==> src/rtl/blockxfer_pkg.sv <==
package blockxfer_pkg;

  typedef enum logic [1:0] {
    SEQ_IDLE = 2'd0,
    SEQ_RUN  = 2'd1,
    SEQ_DONE = 2'd2
  } seqState_t;

  // Strobes from control to datapath
  typedef struct packed {
    logic capture;  // latch a new request
    logic advance;  // retire the current transfer
  } seqStrobes_t;

endpackage

==> src/rtl/blockxfer_ctrl.sv <==
module blockxfer_ctrl
  import blockxfer_pkg::*;
(
  input  logic        clk,
  input  logic        rstN,
  input  logic        start,
  input  logic        reqEmpty,
  input  logic        lastXfer,
  output seqStrobes_t strobes,
  output logic        inRun,
  output logic        inDone
);

  seqState_t state, stateNext;

  always_comb begin
    strobes.capture = start && (state != SEQ_RUN);
    strobes.advance = (state == SEQ_RUN);
    stateNext = state;
    case (state)
      SEQ_IDLE: begin
        if (strobes.capture) stateNext = reqEmpty ? SEQ_DONE : SEQ_RUN;
      end
      SEQ_RUN: begin
        if (lastXfer) stateNext = SEQ_DONE;
      end
      SEQ_DONE: begin
        if (strobes.capture) stateNext = reqEmpty ? SEQ_DONE : SEQ_RUN;
        else                 stateNext = SEQ_IDLE;
      end
      default: stateNext = SEQ_IDLE;
    endcase
  end

  always_ff @(posedge clk) begin
    if (!rstN) state <= SEQ_IDLE;
    else       state <= stateNext;
  end

  assign inRun  = (state == SEQ_RUN);
  assign inDone = (state == SEQ_DONE);

endmodule

==> src/rtl/blockxfer_path.sv <==
module blockxfer_path
  import blockxfer_pkg::*;
#(
  parameter int ADDR_W     = 32,
  parameter int NUM_REGS   = 16,
  parameter int WORD_BYTES = 4
) (
  input  logic                        clk,
  input  logic                        rstN,
  input  seqStrobes_t                 strobes,
  input  logic [ADDR_W-1:0]           baseAddr,
  input  logic [NUM_REGS-1:0]         regMask,
  input  logic                        isLoad,
  input  logic                        upMode,
  input  logic                        preStep,
  input  logic                        wbEn,
  output logic                        reqEmpty,
  output logic                        lastXfer,
  output logic [$clog2(NUM_REGS)-1:0] curReg,
  output logic [ADDR_W-1:0]           curAddr,
  output logic [ADDR_W-1:0]           finalBase,
  output logic                        loadDir,
  output logic                        wbReq,
  output logic                        pcHit
);

  localparam int IDX_W  = $clog2(NUM_REGS);
  localparam int CNT_W  = $clog2(NUM_REGS + 1);
  localparam int BYTE_SH = $clog2(WORD_BYTES);
  localparam logic [ADDR_W-1:0] STEP = ADDR_W'(WORD_BYTES);
  localparam logic [ADDR_W-1:0] ALIGN_MASK = ~ADDR_W'(WORD_BYTES - 1);

  function automatic logic [CNT_W-1:0] countOnes(input logic [NUM_REGS-1:0] m);
    logic [CNT_W-1:0] c;
    c = '0;
    for (int i = 0; i < NUM_REGS; i++) c = c + CNT_W'(m[i]);
    return c;
  endfunction

  function automatic logic [IDX_W-1:0] lowestIdx(input logic [NUM_REGS-1:0] m);
    logic [IDX_W-1:0] idx;
    idx = '0;
    for (int i = NUM_REGS - 1; i >= 0; i--) begin
      if (m[i]) idx = IDX_W'(i);
    end
    return idx;
  endfunction

  logic [NUM_REGS-1:0] remMask;
  logic [ADDR_W-1:0]   addrReg;
  logic [ADDR_W-1:0]   baseOut;
  logic                loadReg, wbReg, pcReg;

  // Request decode
  logic [CNT_W-1:0]  reqCount;
  logic [ADDR_W-1:0] alignedBase, span, firstAddr, endBase;
  logic [NUM_REGS-1:0] lowBit;

  always_comb begin
    reqCount    = countOnes(regMask);
    alignedBase = baseAddr & ALIGN_MASK;
    span        = {{(ADDR_W-CNT_W){1'b0}}, reqCount} << BYTE_SH;
    case ({upMode, preStep})
      2'b10:   firstAddr = alignedBase;
      2'b11:   firstAddr = alignedBase + STEP;
      2'b00:   firstAddr = alignedBase - span + STEP;
      default: firstAddr = alignedBase - span;
    endcase
    endBase = upMode ? (alignedBase + span) : (alignedBase - span);
    lowBit  = remMask & (~remMask + NUM_REGS'(1));
  end

  always_ff @(posedge clk) begin
    if (!rstN) begin
      remMask <= '0;
      addrReg <= '0;
      baseOut <= '0;
      loadReg <= 1'b0;
      wbReg   <= 1'b0;
      pcReg   <= 1'b0;
    end else if (strobes.capture) begin
      remMask <= regMask;
      addrReg <= firstAddr;
      baseOut <= endBase;
      loadReg <= isLoad;
      wbReg   <= wbEn;
      pcReg   <= isLoad && regMask[NUM_REGS-1];
    end else if (strobes.advance) begin
      remMask <= remMask & ~lowBit;
      addrReg <= addrReg + STEP;
    end
  end

  assign reqEmpty  = (regMask == '0);
  assign lastXfer  = ((remMask & (remMask - NUM_REGS'(1))) == '0);
  assign curReg    = lowestIdx(remMask);
  assign curAddr   = addrReg;
  assign finalBase = baseOut;
  assign loadDir   = loadReg;
  assign wbReq     = wbReg;
  assign pcHit     = pcReg;

endmodule

==> src/rtl/blockxfer_seq.sv <==
module blockxfer_seq
  import blockxfer_pkg::*;
(
  input  logic        clk,
  input  logic        rstN,
  input  logic        start,
  input  logic [31:0] baseAddr,
  input  logic [15:0] regMask,
  input  logic        isLoad,
  input  logic        upMode,
  input  logic        preStep,
  input  logic        wbEn,
  output logic        busy,
  output logic        done,
  output logic        xferValid,
  output logic [3:0]  xferReg,
  output logic [31:0] xferAddr,
  output logic        xferWrite,
  output logic [31:0] newBase,
  output logic        wbValid,
  output logic        pcLoaded
);

  seqStrobes_t strobes;
  logic reqEmpty, lastXfer, inRun, inDone, loadDir, wbReq, pcHit;
  logic [3:0]  curReg;
  logic [31:0] curAddr, finalBase;

  blockxfer_ctrl u_ctrl (
    .clk      (clk),
    .rstN     (rstN),
    .start    (start),
    .reqEmpty (reqEmpty),
    .lastXfer (lastXfer),
    .strobes  (strobes),
    .inRun    (inRun),
    .inDone   (inDone)
  );

  blockxfer_path #(
    .ADDR_W     (32),
    .NUM_REGS   (16),
    .WORD_BYTES (4)
  ) u_path (
    .clk       (clk),
    .rstN      (rstN),
    .strobes   (strobes),
    .baseAddr  (baseAddr),
    .regMask   (regMask),
    .isLoad    (isLoad),
    .upMode    (upMode),
    .preStep   (preStep),
    .wbEn      (wbEn),
    .reqEmpty  (reqEmpty),
    .lastXfer  (lastXfer),
    .curReg    (curReg),
    .curAddr   (curAddr),
    .finalBase (finalBase),
    .loadDir   (loadDir),
    .wbReq     (wbReq),
    .pcHit     (pcHit)
  );

  assign busy      = inRun;
  assign done      = inDone;
  assign xferValid = inRun;
  assign xferReg   = curReg;
  assign xferAddr  = curAddr;
  assign xferWrite = inRun && !loadDir;
  assign newBase   = finalBase;
  assign wbValid   = inDone && wbReq;
  assign pcLoaded  = inDone && pcHit;

endmodule

==> config.mk <==
export PLATFORM = sky130hd
export DESIGN_NAME = blockxfer_seq
export DESIGN_NICKNAME = d
export VERILOG_FILES = /design/src/rtl/blockxfer_pkg.sv /design/src/rtl/blockxfer_ctrl.sv /design/src/rtl/blockxfer_path.sv /design/src/rtl/blockxfer_seq.sv
export SDC_FILE = /design/constraint.sdc
export NUM_CORES = 1
export LEC_CHECK = 0
export BUFFER_PORTS_ARGS = -buffer_cell sky130_fd_sc_hd__buf_4
export CELL_PAD_IN_SITES_DETAIL_PLACEMENT = 2
export CELL_PAD_IN_SITES_GLOBAL_PLACEMENT = 2
export CORE_ASPECT_RATIO = 0.6
export CORE_MARGIN = 10
export CORE_UTILIZATION = 33
export CTS_BUF_LIST = sky130_fd_sc_hd__clkbuf_4
export DETAILED_ROUTE_END_ITERATION = 16
export GPL_TIMING_DRIVEN = 0
export PLACE_DENSITY_LB_ADDON = 0.1
export SYNTH_ARGS = -nofsm -noshare
export SYNTH_HDL_FRONTEND = slang
export SYNTH_SLANG_ARGS = --single-unit
==> constraint.sdc <==
create_clock -name clk -period 8.4 [get_ports clk]
set_input_delay 0.84 -clock clk [delete_from_list [all_inputs] [get_ports clk]]
set_output_delay 0.84 -clock clk [all_outputs]
set_load 0.02 [all_outputs]
==> results.txt <==
- The flow ran to the end, and the final reports show no timing, DRC or antenna violations.
- In this run, post-CTS hold repair placed 0 buffers.
- Crit share post-route: 94.7%
* GRT Total Usage: 28.6%
- Detailed-router iteration count before antenna repair: 5
* Setup Skew: 0.0352 ns
- The die is 225 µm wide.
- At the later pin of the worst-skew pair, clock insertion delay measures 0.60 ns.
* Fraction of registers with async set or reset after synthesis: 0%
- Final cell utilization of the core: 39.7%
- TritonCTS clock tree: built
- The count of cells in the finished layout, fillers not included, comes to 1,625.
- The worst hold path begins at u_path.pcHit.
- Post-DP HPWL: 38.1 mm
- Most area-consuming cells after synthesis: sky130_fd_sc_hd__dfxtp_1, sky130_fd_sc_hd__xnor2_1, sky130_fd_sc_hd__o21ai_0
- Setup WS pre-CTS: -0.506 ns
- Among all flip-flop cells after synthesis, the most frequent one is sky130_fd_sc_hd__dfxtp_1.
- Dpl cells: 1,601
- After synthesis the netlist holds a flip-flop and latch count of 81.
- The final-report hold violation count is 0.
- Clk pin slew, worst setup/hold paths: 0.16 ns
- After layout, the minimum clock period comes to 7.95 ns.
- Buffers placed on the I/O ports in this run total 109.
* Worst min-delay path class: register to register
- The startpoint identified for the worst register-to-register timing path is u_path.remMask[1].
- For the final routed database, the setup TNS stands at 0 ns.
- Count of synthesis-stage warnings from yosys: 0
- Setup repair after global routing missed its margin: no
- sky130_fd_sc_hd__dfxtp_1 takes more of the synthesized area than any other cell.
* P_leak: 0.00371 µW
- In this run the tightest slew margin relative to its limit is 10.0%.
* CP endpoint kind: register
* Antenna violations before repair: 2
* Dominant cell type by count on the critical path: sky130_fd_sc_hd__fa_1
- Entering global routing, the biggest net connects 15 pins.
- Worst path cell trace: buf_4, inv_1, ha_1, inv_1, fa_1, fa_1, fa_1, fa_1, fa_1, fa_1, inv_1, fa_1, or2_2, and2_1, o311ai_0, xor2_1, or4_4, buf_6, nor4_4, nand2_1, xnor2_1, a211oi_1, o21ai_0
- For the worst setup path, the data required time is 8.88 ns.
- Crit path from: regMask[1]
* Startpoint Class: input port
* Commonest cells in the netlist: sky130_fd_sc_hd__nand2_1, sky130_fd_sc_hd__nor2_1, sky130_fd_sc_hd__o21ai_0, sky130_fd_sc_hd__dfxtp_1, sky130_fd_sc_hd__a21oi_1
* Core box area: 0.0244 mm²
- The first global-routing pass estimated 68.2 mm of wire.
- Once detail routing completed, the nets flagged for antenna violations numbered 0.
- The via count of the first global-routing pass is 9,957.
* Total Routed Length: 46.8 mm
- Number of DRC violations after detailed-routing iteration 0: 1,137
- Via total after detailed routing: 10,100
- Counting flops with a built-in enable in the synthesized netlist gives 0.
* Portion of synthesized cell area occupied by the leading cell type: 19.6%
- Power density over cell area: 210 mW/mm²
* Avg Inst Size Synth: 7.10 µm²
- Net count reported at finish: 1,383
- The worst setup path is of the input port to register kind.
* Clock root buffer master: sky130_fd_sc_hd__clkbuf_4
* Vias per cell: 6.20
* Number of buffers between clock root and the deepest sink: 2
- Summing the sequential cell areas from Yosys gives 19.6% of the chip area.
* Initial Utilization: 33.9%
- VDD sags by at most 0.235 mV.
- Row generation in the floorplan step produced 44 rows.
- In the final layout, the share of cells above drive strength 1 is 13.3%.
- Longest individual stage delay on the worst path: 0.71 ns
* Worst-margin pin slew: 1.34 ns
- sky130_fd_sc_hd__nand2_1 is the most common cell in the netlist.
- The slowest stage of the critical path belongs to the cell sky130_fd_sc_hd__o311ai_0.
* Final global-route overflow total: 0
- Pin placement for this block handled 129 I/O pins.
* Total DRC errors in the routed layout: 0
- Timing would allow up to 0.126 GHz.
- Cells after synthesis: 1,167
- For this design, the sink count on the clock tree is 81.
- From bottom edge to top edge, the die measures 143 µm.
- Final RePlAce weighted congestion: 0.991
* Detail-routed net length per standard cell: 28.8 µm
* Largest fanout on the critical path: 8
- Final-report setup violation count: 0
* Worst setup slack after layout: 0.445 ns
- Max-slew violation count: 0
- At the worst endpoint, the arrival time is 8.43 ns.
- Counting the buffers created by CTS gives 9.
- Number of H-tree levels: 3
- Area Growth Syn to Fin: 17.0%
- Die footprint: 0.0320 mm²
- Library cells used by synthesis: 82
* Max-Cap Viols: 0
* Post-Synthesis Cell Area: 0.00828 mm²
## layout make-up
type	instances	area [µm²]
sequential	81	1620
clock inverter	6	67.6
clock buffer	10	75.1
fill	2964	14700
timing repair buffer	112	841
antenna	5	12.5
inverter	52	195
tap	322	403
multi-input combinational	944	6070
buffer	93	404
## timing repair
| action | CTS | global route |
|---|---|---|
| buffers inserted | 0 | 3 |
| resized for setup | 0 | 1 |
| setup endpoints to repair | 0 | 3 |
## final timing paths
kind                                      endpoint  slack (ns)  cells after the start
worst max-delay path            u_path.curAddr[21]        0.45                     23
worst min-delay path                  u_path.pcHit        0.48                      2
worst min register to register        u_path.pcHit        0.48                      2
worst max register to register     u_ctrl.state[0]        4.55                     10
## kinds of logic (layout without fill, tap and decap cells)
logic type / Yosys count / after routing / synth area share (%)
AND/OR/NAND/NOR: 482 / 482 / 30.8
AO/OA/AOI/OAI: 328 / 328 / 25.8
buffers and inverters: 145 / 273 / 7.24
XOR/XNOR: 88 / 88 / 9.31
flip-flops: 81 / 81 / 19.6
adder cells (fa/ha/maj): 37 / 37 / 6.62
multiplexers: 5 / 5 / 0.604
other: 1 / 9 / 0.0453
## layer usage
layer	up-vias	global-route usage, %	part of all wire (%)
met3	30	9.43	12
li1	4420	-	-
met1	5130	43.1	49
met4	0	4.10	0.75
met2	503	38.4	38
met5	-	0	0
## cell usage in the layout, fill, tap and decap left out, types with 10 or more instances in the layout
| cell | netlist | final |
|---|---|---|
| sky130_fd_sc_hd__and2_1 | 37 | 37 |
| sky130_fd_sc_hd__clkbuf_4 | 0 | 10 |
| sky130_fd_sc_hd__o21ai_0 | 92 | 92 |
| sky130_fd_sc_hd__o211ai_1 | 12 | 12 |
| sky130_fd_sc_hd__nor4_1 | 20 | 20 |
| sky130_fd_sc_hd__buf_4 | 6 | 118 |
| sky130_fd_sc_hd__nor3_1 | 40 | 40 |
| sky130_fd_sc_hd__a31oi_1 | 16 | 16 |
| sky130_fd_sc_hd__clkbuf_1 | 69 | 69 |
| sky130_fd_sc_hd__ha_1 | 23 | 23 |
| sky130_fd_sc_hd__a211oi_1 | 14 | 14 |
| sky130_fd_sc_hd__nand3_1 | 48 | 48 |
| sky130_fd_sc_hd__nor2b_1 | 24 | 24 |
| sky130_fd_sc_hd__a22oi_1 | 17 | 17 |
| sky130_fd_sc_hd__inv_1 | 51 | 51 |
| sky130_fd_sc_hd__xor2_1 | 26 | 26 |
| sky130_fd_sc_hd__nand4_1 | 16 | 16 |
| sky130_fd_sc_hd__and3_1 | 24 | 24 |
| sky130_fd_sc_hd__nor2_1 | 93 | 93 |
| sky130_fd_sc_hd__dfxtp_1 | 81 | 81 |
| sky130_fd_sc_hd__nand2_1 | 118 | 118 |
| sky130_fd_sc_hd__a21oi_1 | 80 | 80 |
| sky130_fd_sc_hd__or3_1 | 12 | 12 |
| sky130_fd_sc_hd__fa_1 | 12 | 12 |
| sky130_fd_sc_hd__xnor2_1 | 62 | 62 |
## flip-flops by register name, summed over array words and instances (netlist names)
register          flops
u_path.loadDir        1
u_ctrl.state          2
u_path.curAddr       30
u_path.pcHit          1
u_path.finalBase     30
u_path.wbReq          1
u_path.remMask       16
## critical path, delay by kind of cell
| family | cells | cell delay (ns) |
|---|---|---|
| simple gates | 5 | 1.61 |
| xor+xnor | 2 | 0.40 |
| compound gates | 3 | 1.38 |
| fa+ha+maj | 8 | 3.71 |
| buf+inv | 5 | 0.50 |
## report_power, final
part	internal, µW	switching (µW)
Combinational	447	837
Clock	94.4	187
Sequential	425	49.7
## metrics by stage
step	total power [µW]	hold slack [ns]	cell area (µm²)
finish	2040	0.481	9690
global route	2170	0.524	9680
CTS	2020	0.491	9660
detailed placement	1740	0.472	9520
global placement	1690	0.455	9520
floorplan	1290	0.436	8290
(Power assumes the default switching activity.)
